`src/rtl/loop_seq_pkg.sv`:
```
package loop_seq_pkg;

  // Action chosen for the PC each cycle
  typedef enum logic [1:0] {
    ACT_HOLD = 2'd0,  // no instruction completes
    ACT_STEP = 2'd1,  // sequential advance (plain op or loop fall-through)
    ACT_JUMP = 2'd2   // back to loop start address
  } pc_act_e;

  // Command to the selected counter slot
  typedef enum logic [1:0] {
    CTR_KEEP  = 2'd0,
    CTR_LOAD  = 2'd1,
    CTR_DEC   = 2'd2,
    CTR_CLEAR = 2'd3
  } ctr_cmd_e;

endpackage

```
`src/rtl/lsq_ctr_bank.sv`:
```
module lsq_ctr_bank
  import loop_seq_pkg::*;
#(
  parameter int NUM_CTR = 8,
  parameter int CNT_W   = 8,
  parameter int SEL_W   = (NUM_CTR > 1) ? $clog2(NUM_CTR) : 1
) (
  input  logic             clk,
  input  logic             rst_n,
  input  logic [SEL_W-1:0] sel,
  input  ctr_cmd_e         cmd,
  input  logic [CNT_W-1:0] load_cnt,
  output logic             sel_armed,
  output logic [CNT_W-1:0] sel_rem
);

  logic [NUM_CTR-1:0] armed_q;
  logic [CNT_W-1:0]   rem_q [NUM_CTR];

  // Remaining jumps after the first (jumping) encounter
  function automatic logic [CNT_W-1:0] first_rem(input logic [CNT_W-1:0] n);
    return n - CNT_W'(1);
  endfunction

  function automatic logic [CNT_W-1:0] dec_rem(input logic [CNT_W-1:0] r);
    return r - CNT_W'(1);
  endfunction

  for (genvar i = 0; i < NUM_CTR; i++) begin : g_slot
    logic hit;
    assign hit = (sel == SEL_W'(i));

    always_ff @(posedge clk) begin
      if (!rst_n) begin
        armed_q[i] <= 1'b0;
        rem_q[i]   <= '0;
      end else if (hit) begin
        unique case (cmd)
          CTR_LOAD: begin
            armed_q[i] <= 1'b1;
            rem_q[i]   <= first_rem(load_cnt);
          end
          CTR_DEC:   rem_q[i] <= dec_rem(rem_q[i]);
          CTR_CLEAR: begin
            armed_q[i] <= 1'b0;
            rem_q[i]   <= '0;
          end
          default: ;
        endcase
      end
    end
  end

  always_comb begin
    sel_armed = 1'b0;
    sel_rem   = '0;
    for (int k = 0; k < NUM_CTR; k++) begin
      if (sel == SEL_W'(k)) begin
        sel_armed = armed_q[k];
        sel_rem   = rem_q[k];
      end
    end
  end

endmodule

```
`src/rtl/lsq_decide.sv`:
```
module lsq_decide
  import loop_seq_pkg::*;
#(
  parameter int CNT_W = 8
) (
  input  logic             step_valid,
  input  logic             is_loop,
  input  logic             sel_armed,
  input  logic [CNT_W-1:0] sel_rem,
  input  logic [CNT_W-1:0] load_cnt,
  output pc_act_e          act,
  output ctr_cmd_e         cmd,
  output logic             loop_fire,
  output logic             loop_take,
  output logic             loop_exit
);

  always_comb begin
    act       = ACT_HOLD;
    cmd       = CTR_KEEP;
    loop_take = 1'b0;
    loop_exit = 1'b0;
    loop_fire = step_valid && is_loop;
    if (step_valid) begin
      if (!is_loop) begin
        act = ACT_STEP;
      end else if (!sel_armed) begin
        if (load_cnt == '0) begin
          act       = ACT_STEP;   // body ran once; no load
          loop_exit = 1'b1;
        end else begin
          act       = ACT_JUMP;
          cmd       = CTR_LOAD;
          loop_take = 1'b1;
        end
      end else if (sel_rem == '0) begin
        act       = ACT_STEP;
        cmd       = CTR_CLEAR;
        loop_exit = 1'b1;
      end else begin
        act       = ACT_JUMP;
        cmd       = CTR_DEC;
        loop_take = 1'b1;
      end
    end
  end

endmodule

```
`src/rtl/lsq_pc_reg.sv`:
```
module lsq_pc_reg
  import loop_seq_pkg::*;
#(
  parameter int              PC_W     = 16,
  parameter logic [PC_W-1:0] RESET_PC = '0
) (
  input  logic            clk,
  input  logic            rst_n,
  input  pc_act_e         act,
  input  logic [PC_W-1:0] target,
  output logic [PC_W-1:0] pc
);

  function automatic logic [PC_W-1:0] next_pc(input pc_act_e a,
                                              input logic [PC_W-1:0] cur,
                                              input logic [PC_W-1:0] tgt);
    unique case (a)
      ACT_STEP: return cur + PC_W'(1);
      ACT_JUMP: return tgt;
      default:  return cur;
    endcase
  endfunction

  always_ff @(posedge clk) begin
    if (!rst_n) pc <= RESET_PC;
    else        pc <= next_pc(act, pc, target);
  end

endmodule

```
`src/rtl/loop_seq.sv`:
```
module loop_seq
  import loop_seq_pkg::*;
#(
  parameter int              PC_W     = 16,
  parameter int              CNT_W    = 8,
  parameter int              NUM_CTR  = 8,
  parameter int              SEL_W    = (NUM_CTR > 1) ? $clog2(NUM_CTR) : 1,
  parameter logic [PC_W-1:0] RESET_PC = '0
) (
  input  logic             clk,
  input  logic             rst_n,
  input  logic             step_valid,
  input  logic             is_loop,
  input  logic [SEL_W-1:0] loop_sel,
  input  logic [CNT_W-1:0] loop_count,
  input  logic [PC_W-1:0]  loop_target,
  input  logic             pred_val,
  output logic [PC_W-1:0]  pc,
  output logic             pc_shadow
);

  pc_act_e          act;
  ctr_cmd_e         cmd;
  logic             sel_armed;
  logic [CNT_W-1:0] sel_rem;
  logic             loop_fire;
  logic             loop_take;
  logic             loop_exit;
  logic             pred_unused;

  // The loop instruction is not predicable: the predicate never reaches the PC path
  assign pred_unused = pred_val;
  assign pc_shadow   = 1'b0;

  lsq_ctr_bank #(.NUM_CTR(NUM_CTR), .CNT_W(CNT_W), .SEL_W(SEL_W)) u_bank (
    .clk      (clk),
    .rst_n    (rst_n),
    .sel      (loop_sel),
    .cmd      (cmd),
    .load_cnt (loop_count),
    .sel_armed(sel_armed),
    .sel_rem  (sel_rem)
  );

  lsq_decide #(.CNT_W(CNT_W)) u_decide (
    .step_valid(step_valid),
    .is_loop   (is_loop),
    .sel_armed (sel_armed),
    .sel_rem   (sel_rem),
    .load_cnt  (loop_count),
    .act       (act),
    .cmd       (cmd),
    .loop_fire (loop_fire),
    .loop_take (loop_take),
    .loop_exit (loop_exit)
  );

  lsq_pc_reg #(.PC_W(PC_W), .RESET_PC(RESET_PC)) u_pc (
    .clk   (clk),
    .rst_n (rst_n),
    .act   (act),
    .target(loop_target),
    .pc    (pc)
  );

endmodule

```
`config.mk`:
```
export PLATFORM = sky130hd
export DESIGN_NAME = loop_seq
export DESIGN_NICKNAME = d
export VERILOG_FILES = /design/src/rtl/loop_seq_pkg.sv /design/src/rtl/lsq_ctr_bank.sv /design/src/rtl/lsq_decide.sv /design/src/rtl/lsq_pc_reg.sv /design/src/rtl/loop_seq.sv
export SDC_FILE = /design/constraint.sdc
export NUM_CORES = 1
export LEC_CHECK = 0
export BUFFER_PORTS_ARGS = -buffer_cell sky130_fd_sc_hd__buf_2
export CAP_MARGIN = 20
export CORE_UTILIZATION = 50
export CTS_CLUSTER_DIAMETER = 150
export DETAILED_ROUTE_END_ITERATION = 10
export PLACE_DENSITY = 0.79
export SYNTH_ARGS = -nofsm -noshare
export SYNTH_HDL_FRONTEND = slang
export SYNTH_SLANG_ARGS = --single-unit
```
`constraint.sdc`:
```
create_clock -name clk -period 3.98 [get_ports clk]
set_input_delay 0.796 -clock clk [delete_from_list [all_inputs] [get_ports clk]]
set_output_delay 0.796 -clock clk [all_outputs]
set_load 0.01 [all_outputs]
```
-- Word-level counts from Yosys, hierarchy flattened
Memories as Yosys holds them, arrays and structs flattened.
Cells that the tools add are included.
- memories: 1
- input bits: 32
- bits in registers: 24
- bits in writable memories: 64
- memory list (memory ; depth ; bits a word ; rd ports ; clocked after memory_dff ; write ports ; line ; source):
    u_bank.rem_q ; 8 ; 8 ; 8 ; 0 ; 8 ; lsq_ctr_bank.sv:18 ; logic [CNT_W-1:0] rem_q [NUM_CTR];
- bitwise logic cells: 24
- add/subtract/negate cells: 10
- eq/ne operators: 12
- reductions and logical operators: 13
- mux-type cells: 128
- operators by type and width (cell ; count):
    8-bit two-way mux ; 32
    1-bit two-way mux ; 86
    8-bit by 1-bit subtractor with 8-bit output, second input constant ; 9
    16-bit case mux with 2 select lines ; 1
    1-bit bitwise OR ; 24
    16-bit by 1-bit adder with 16-bit output, second input constant ; 1
    8-bit logical NOT ; 2
    2-bit two-way mux ; 8
    2-bit AND reduction ; 8
    3-bit equality test, second input constant ; 4
    2-bit equality test, second input constant ; 3
    3-bit by 2-bit equality test with 1-bit output, second input constant ; 2
    2-bit by 1-bit equality test with 1-bit output, second input constant ; 2
    2-bit nonzero test ; 2
    3-bit by 1-bit equality test with 1-bit output, second input constant ; 1
    3-bit logical NOT ; 1
    1-bit case mux with 2 select lines ; 1

-- Logic depth before layout (Yosys ltp)
- depth in word-level cells: 22
- gate-level depth with buffers: 16

-- Modules after synthesis
A second synthesis with hierarchy kept.
- cell total of the unflattened synthesis: 651
- area total of the unflattened synthesis: 5868.1 sq um
- modules (own cells, without submodules) (module ; area an instance (sq um) ; cells each ; instances):
    lsq_ctr_bank ; 4655.7 ; 494 ; 1
    lsq_pc_reg ; 1093.5 ; 138 ; 1
    lsq_decide ; 107.6 ; 17 ; 1
    loop_seq ; 11.3 ; 2 ; 1

-- Least setup slack after synthesis
No wires, ideal clock.
- path kind: input port to flip-flop
- from: input loop_sel[0]
- to: register u_pc.pc[15]
- arrival time: 3483 ps
- cell stages on the path: 11
- buffers on the path: 1
- slack: 427 ps
- cells stage by stage: clkbuf_1 -> or4_1 -> o311a_1 -> a221oi_1 -> o211ai_2 -> nor2_1 -> o21ai_0 -> ha_1 -> or4b_2 -> a21o_1 -> a21oi_1
- word-level cells in the longest chain between the ends: 16
- ends and longest elaborated chain (what ; line ; source):
    start, declared ; loop_seq.sv:14 ; input logic [SEL_W-1:0] loop_sel,
    3-bit logical NOT ; lsq_ctr_bank.sv:58 ; if (sel == SEL_W'(k)) begin
    8-bit two-way mux (8 in a row) ; lsq_ctr_bank.sv:58 ;
    8-bit logical NOT ; lsq_decide.sv:36 ; end else if (sel_rem == '0) begin
    2-bit two-way mux ; lsq_decide.sv:36 ;
    2-bit two-way mux (*) ; lsq_decide.sv:27 ; end else if (!sel_armed) begin
    2-bit two-way mux (*) ; lsq_decide.sv:25 ; if (!is_loop) begin
    2-bit two-way mux (*) ; lsq_decide.sv:24 ; if (step_valid) begin
    2-bit equality test or 2-bit by 1-bit equality test with 1-bit output (tied branches) ; lsq_pc_reg.sv:17 ; unique case (a)
    16-bit case mux with 2 select lines or 2-bit nonzero test (tied branches) ; -- ;
    end signal, assigned ; lsq_pc_reg.sv:26 ; else pc <= next_pc(act, pc, target);
    end, declared ; lsq_pc_reg.sv:11 ; output logic [PC_W-1:0] pc
Mark *: on every way between the ends. The rest lies on a longest branch, timed or not.
A chain may end at the register's enable or synchronous reset.

==> flow_summary.json <==
{
  "coreArea_sq_um": 10460,
  "port_buffers": 46,
  "cp-start-kind": "flop",
  "arrival_ps": 3780,
  "cp_slowest_stage_delay_ps": 610,
  "min_period_over_period_pct": 87.66,
  "ys_ff_latch": 88,
  "hp-class": "flop to flop",
  "powerDensity_nw_per_um2": 323.6,
  "status": "completed",
  "drive_gt1_share_pct": 17.25,
  "pin_count": 49,
  "cts_buffers": 9,
  "diodes": 0,
  "hold_depth": 2,
  "setup_total_negative_slack_ps": 0,
  "r2r-end": "u_pc.pc[5]$_SDFFE_PN0P_",
  "syn_avg_cell_area_sq_um": 9.627,
  "top_layer": "met4",
  "syn_to_final_growth_pct": 11.24,
  "start_util_pct": 52.36,
  "nets": 665,
  "fin_ws_ps": 491.0,
  "critPathRequiredTime_ps": 4270,
  "rows": 37,
  "synth_most_common_cell": "edfxtp_1",
  "min_to": "u_bank.armed_q[1]$_SDFFE_PN0P_",
  "timing.hold.worst.start": "u_bank.armed_q[1]$_SDFFE_PN0P_",
  "leakage_nw": 2.052,
  "postCtsSetupRepairBufs": 0,
  "crit_slowest_cell": "or4_1",
  "dieArea_sq_um": 11380,
  "max_slew_margin_pct": 37.77,
  "fin_total_pwr_w": 0.001972,
  "cts.clk_slew.worst_paths_ps": 90,
  "netlist_area_sq_um": 5478,
  "grt_pass1_vias": 4485,
  "antenna_left": 0,
  "clock_path_buffers": 2,
  "cts_tree": "built",
  "yosys-top-cells-count": "edfxtp_1, nand2_1, nor2_1",
  "firstDrtPassIters": 7,
  "wl_met1_um": 5805,
  "fin_skew_ps": 15.05,
  "crit_chain": "or4_1 > o41ai_1 > o21bai_1 > o211ai_2 > nor2_1 > o21ai_0 > ha_1 > buf_4 > nor4_1 > a21oi_1 > or2_2 > a21oi_1",
  "max_freq_ghz": 0.2866,
  "cpLargestDelayFamily": "simple AND/OR/NAND/NOR gates",
  "synth_warnings": 0,
  "ys.flop_type": "edfxtp_1",
  "grt_setup_unrepaired": "no",
  "cp-end-kind": "flop",
  "grt_pass1_wl_um": 22280,
  "synth_nets": 613,
  "reg2reg_slack_ps": 490,
  "finalCriticalPeriod_ps": 3489,
  "viasPerCell": 6.325,
  "antenna_found_initial": 0,
  "vias": 4820,
  "synth_top_area_share_pct": 35.08,
  "synthArstFlopShare_pct": 0,
  "hold_buffers": 0,
  "fin_util_pct": 58.24,
  "cts_root_buf": "clkbuf_8",
  "route.met3.wl_um": 786,
  "final_hold_viol_count": 0,
  "routedWlPerCell_um": 17.74,
  "critPathKind": "flop to flop",
  "synth_area_leaders": "edfxtp_1, dfxtp_1, o32ai_1, xnor2_1, nand2_1",
  "dp_hpwl_um": 9478,
  "setup_viol": 0,
  "critPathMaxFanout": 21,
  "yosysSeqAreaShare_pct": 43.86,
  "worst-path-buf-inv": 1,
  "grt_max_degree": 54,
  "wl_met2_um": 6578,
  "yosys.area.top_type": "edfxtp_1",
  "tightest_slew_ps": 925.0,
  "synth_edf_count": 64,
  "grt_util_all_layers_pct": 24.88,
  "clock_latency_ps": 370,
  "cpMostUsedCell": "a21oi_1",
  "grt_overflow": 0,
  "cts_sinks": 88,
  "drc": 0,
  "netlist_instances": 569,
  "vdd_drop_max_uv": 157.0,
  "cts_repair_resize_count": 0,
  "htree_levels": 3,
  "dp_slack_ps": 286.0,
  "drt_wl_total_um": 13520,
  "drv_slew": 0,
  "first_iter_violations": 335,
  "die-height_um": 106.7,
  "ys_types": 58,
  "rr_worst_depth": 12,
  "gp_congestion": 0.8671,
  "die_w_um": 106.7,
  "drv_cap": 0,
  "reg2reg_from": "u_bank.rem_q[3][2]$_SDFFCE_PP0P_"
}
routing by layer:
layer  vias up  track usage, %
met1      2320           32.84
met3        30           3.283
li1       2286               -
met4         0           9.785
met5         -               0
met2       184           41.43
sequential cells by signal (all words and copies together), names as in the netlist:
register and cells:
u_bank.rem_q 64, u_pc.pc 16, u_bank.armed_q 8
placed cells by master, fill, tap and decap left out, types with 11 or more instances in the layout:
master and instances:
ha_1 12, inv_1 29, edfxtp_1 64, dfxtp_1 24
buf_4 23, xnor2_1 31, nand3_1 13, nand2_1 57
xor2_1 21, o32ai_1 52, nor3_1 21, a21oi_1 18
nor2_1 53, o21ai_0 26, buf_2 46, clkbuf_8 11
through the flow:
stage	hold WS (ps)	cells	instance area (sq um)
final	467.5	762	6093
after global placement	452.2	746	5902
after global routing	498.2	762	6093
after floorplan	438.7	569	5478
after detailed placement	459.7	746	5902
after CTS	474.1	762	6093
power by group:
group          switching [W]  total, W  internal, W
sequential         0.0000428   0.00107      0.00103
combinational       0.000183  0.000297     0.000115
clock               0.000341  0.000606     0.000264
how the worst max path moves through the flow:
stage                                                 from                  endpoint  slack (ps)  depth (start not counted)
final                     u_bank.rem_q[3][2]$_SDFFCE_PP0P_   u_pc.pc[5]$_SDFFE_PN0P_         490                         12
after global routing      u_bank.rem_q[3][2]$_SDFFCE_PP0P_   u_pc.pc[5]$_SDFFE_PN0P_         280                         12
after CTS                 u_bank.rem_q[3][2]$_SDFFCE_PP0P_   u_pc.pc[5]$_SDFFE_PN0P_         510                         12
after detailed placement                       loop_sel[1]   u_pc.pc[5]$_SDFFE_PN0P_         290                         14
after global placement                         loop_sel[1]   u_pc.pc[5]$_SDFFE_PN0P_         340                         14
after floorplan                                loop_sel[0]  u_pc.pc[15]$_SDFFE_PN0P_         430                         11
tightest hold or removal path, stage by stage, from the launching register on:
cell and delay [ps]:
dfxtp_1 320, o311ai_1 60, nand2_1 50
area by class of cell:
type | instances | area (sq um)
Fill cell | 919 | 4369
Multi-Input combinational cell | 424 | 2818
Sequential cell | 88 | 2402
Timing Repair Buffer | 69 | 402.9
Tap cell | 136 | 170.2
Clock buffer | 11 | 151.4
Inverter | 29 | 108.9
Clock inverter | 5 | 40.04
cells by family (layout without fill, tap and decap cells):
kind of cell,after synthesis,in the layout,share of synthesized area [%]
DFF,88,88,43.86
adders and majority gates,12,12,2.741
other,1,1,0.06846
xor gates and xnor gates,52,52,8.314
muxes,8,8,1.576
AOI/OAI and AO/OA,149,149,20.42
buffers and inverters,57,114,4.705
and+or+nand+nor,202,202,18.32
No activity file was read; power rests on OpenSTA's default activity.
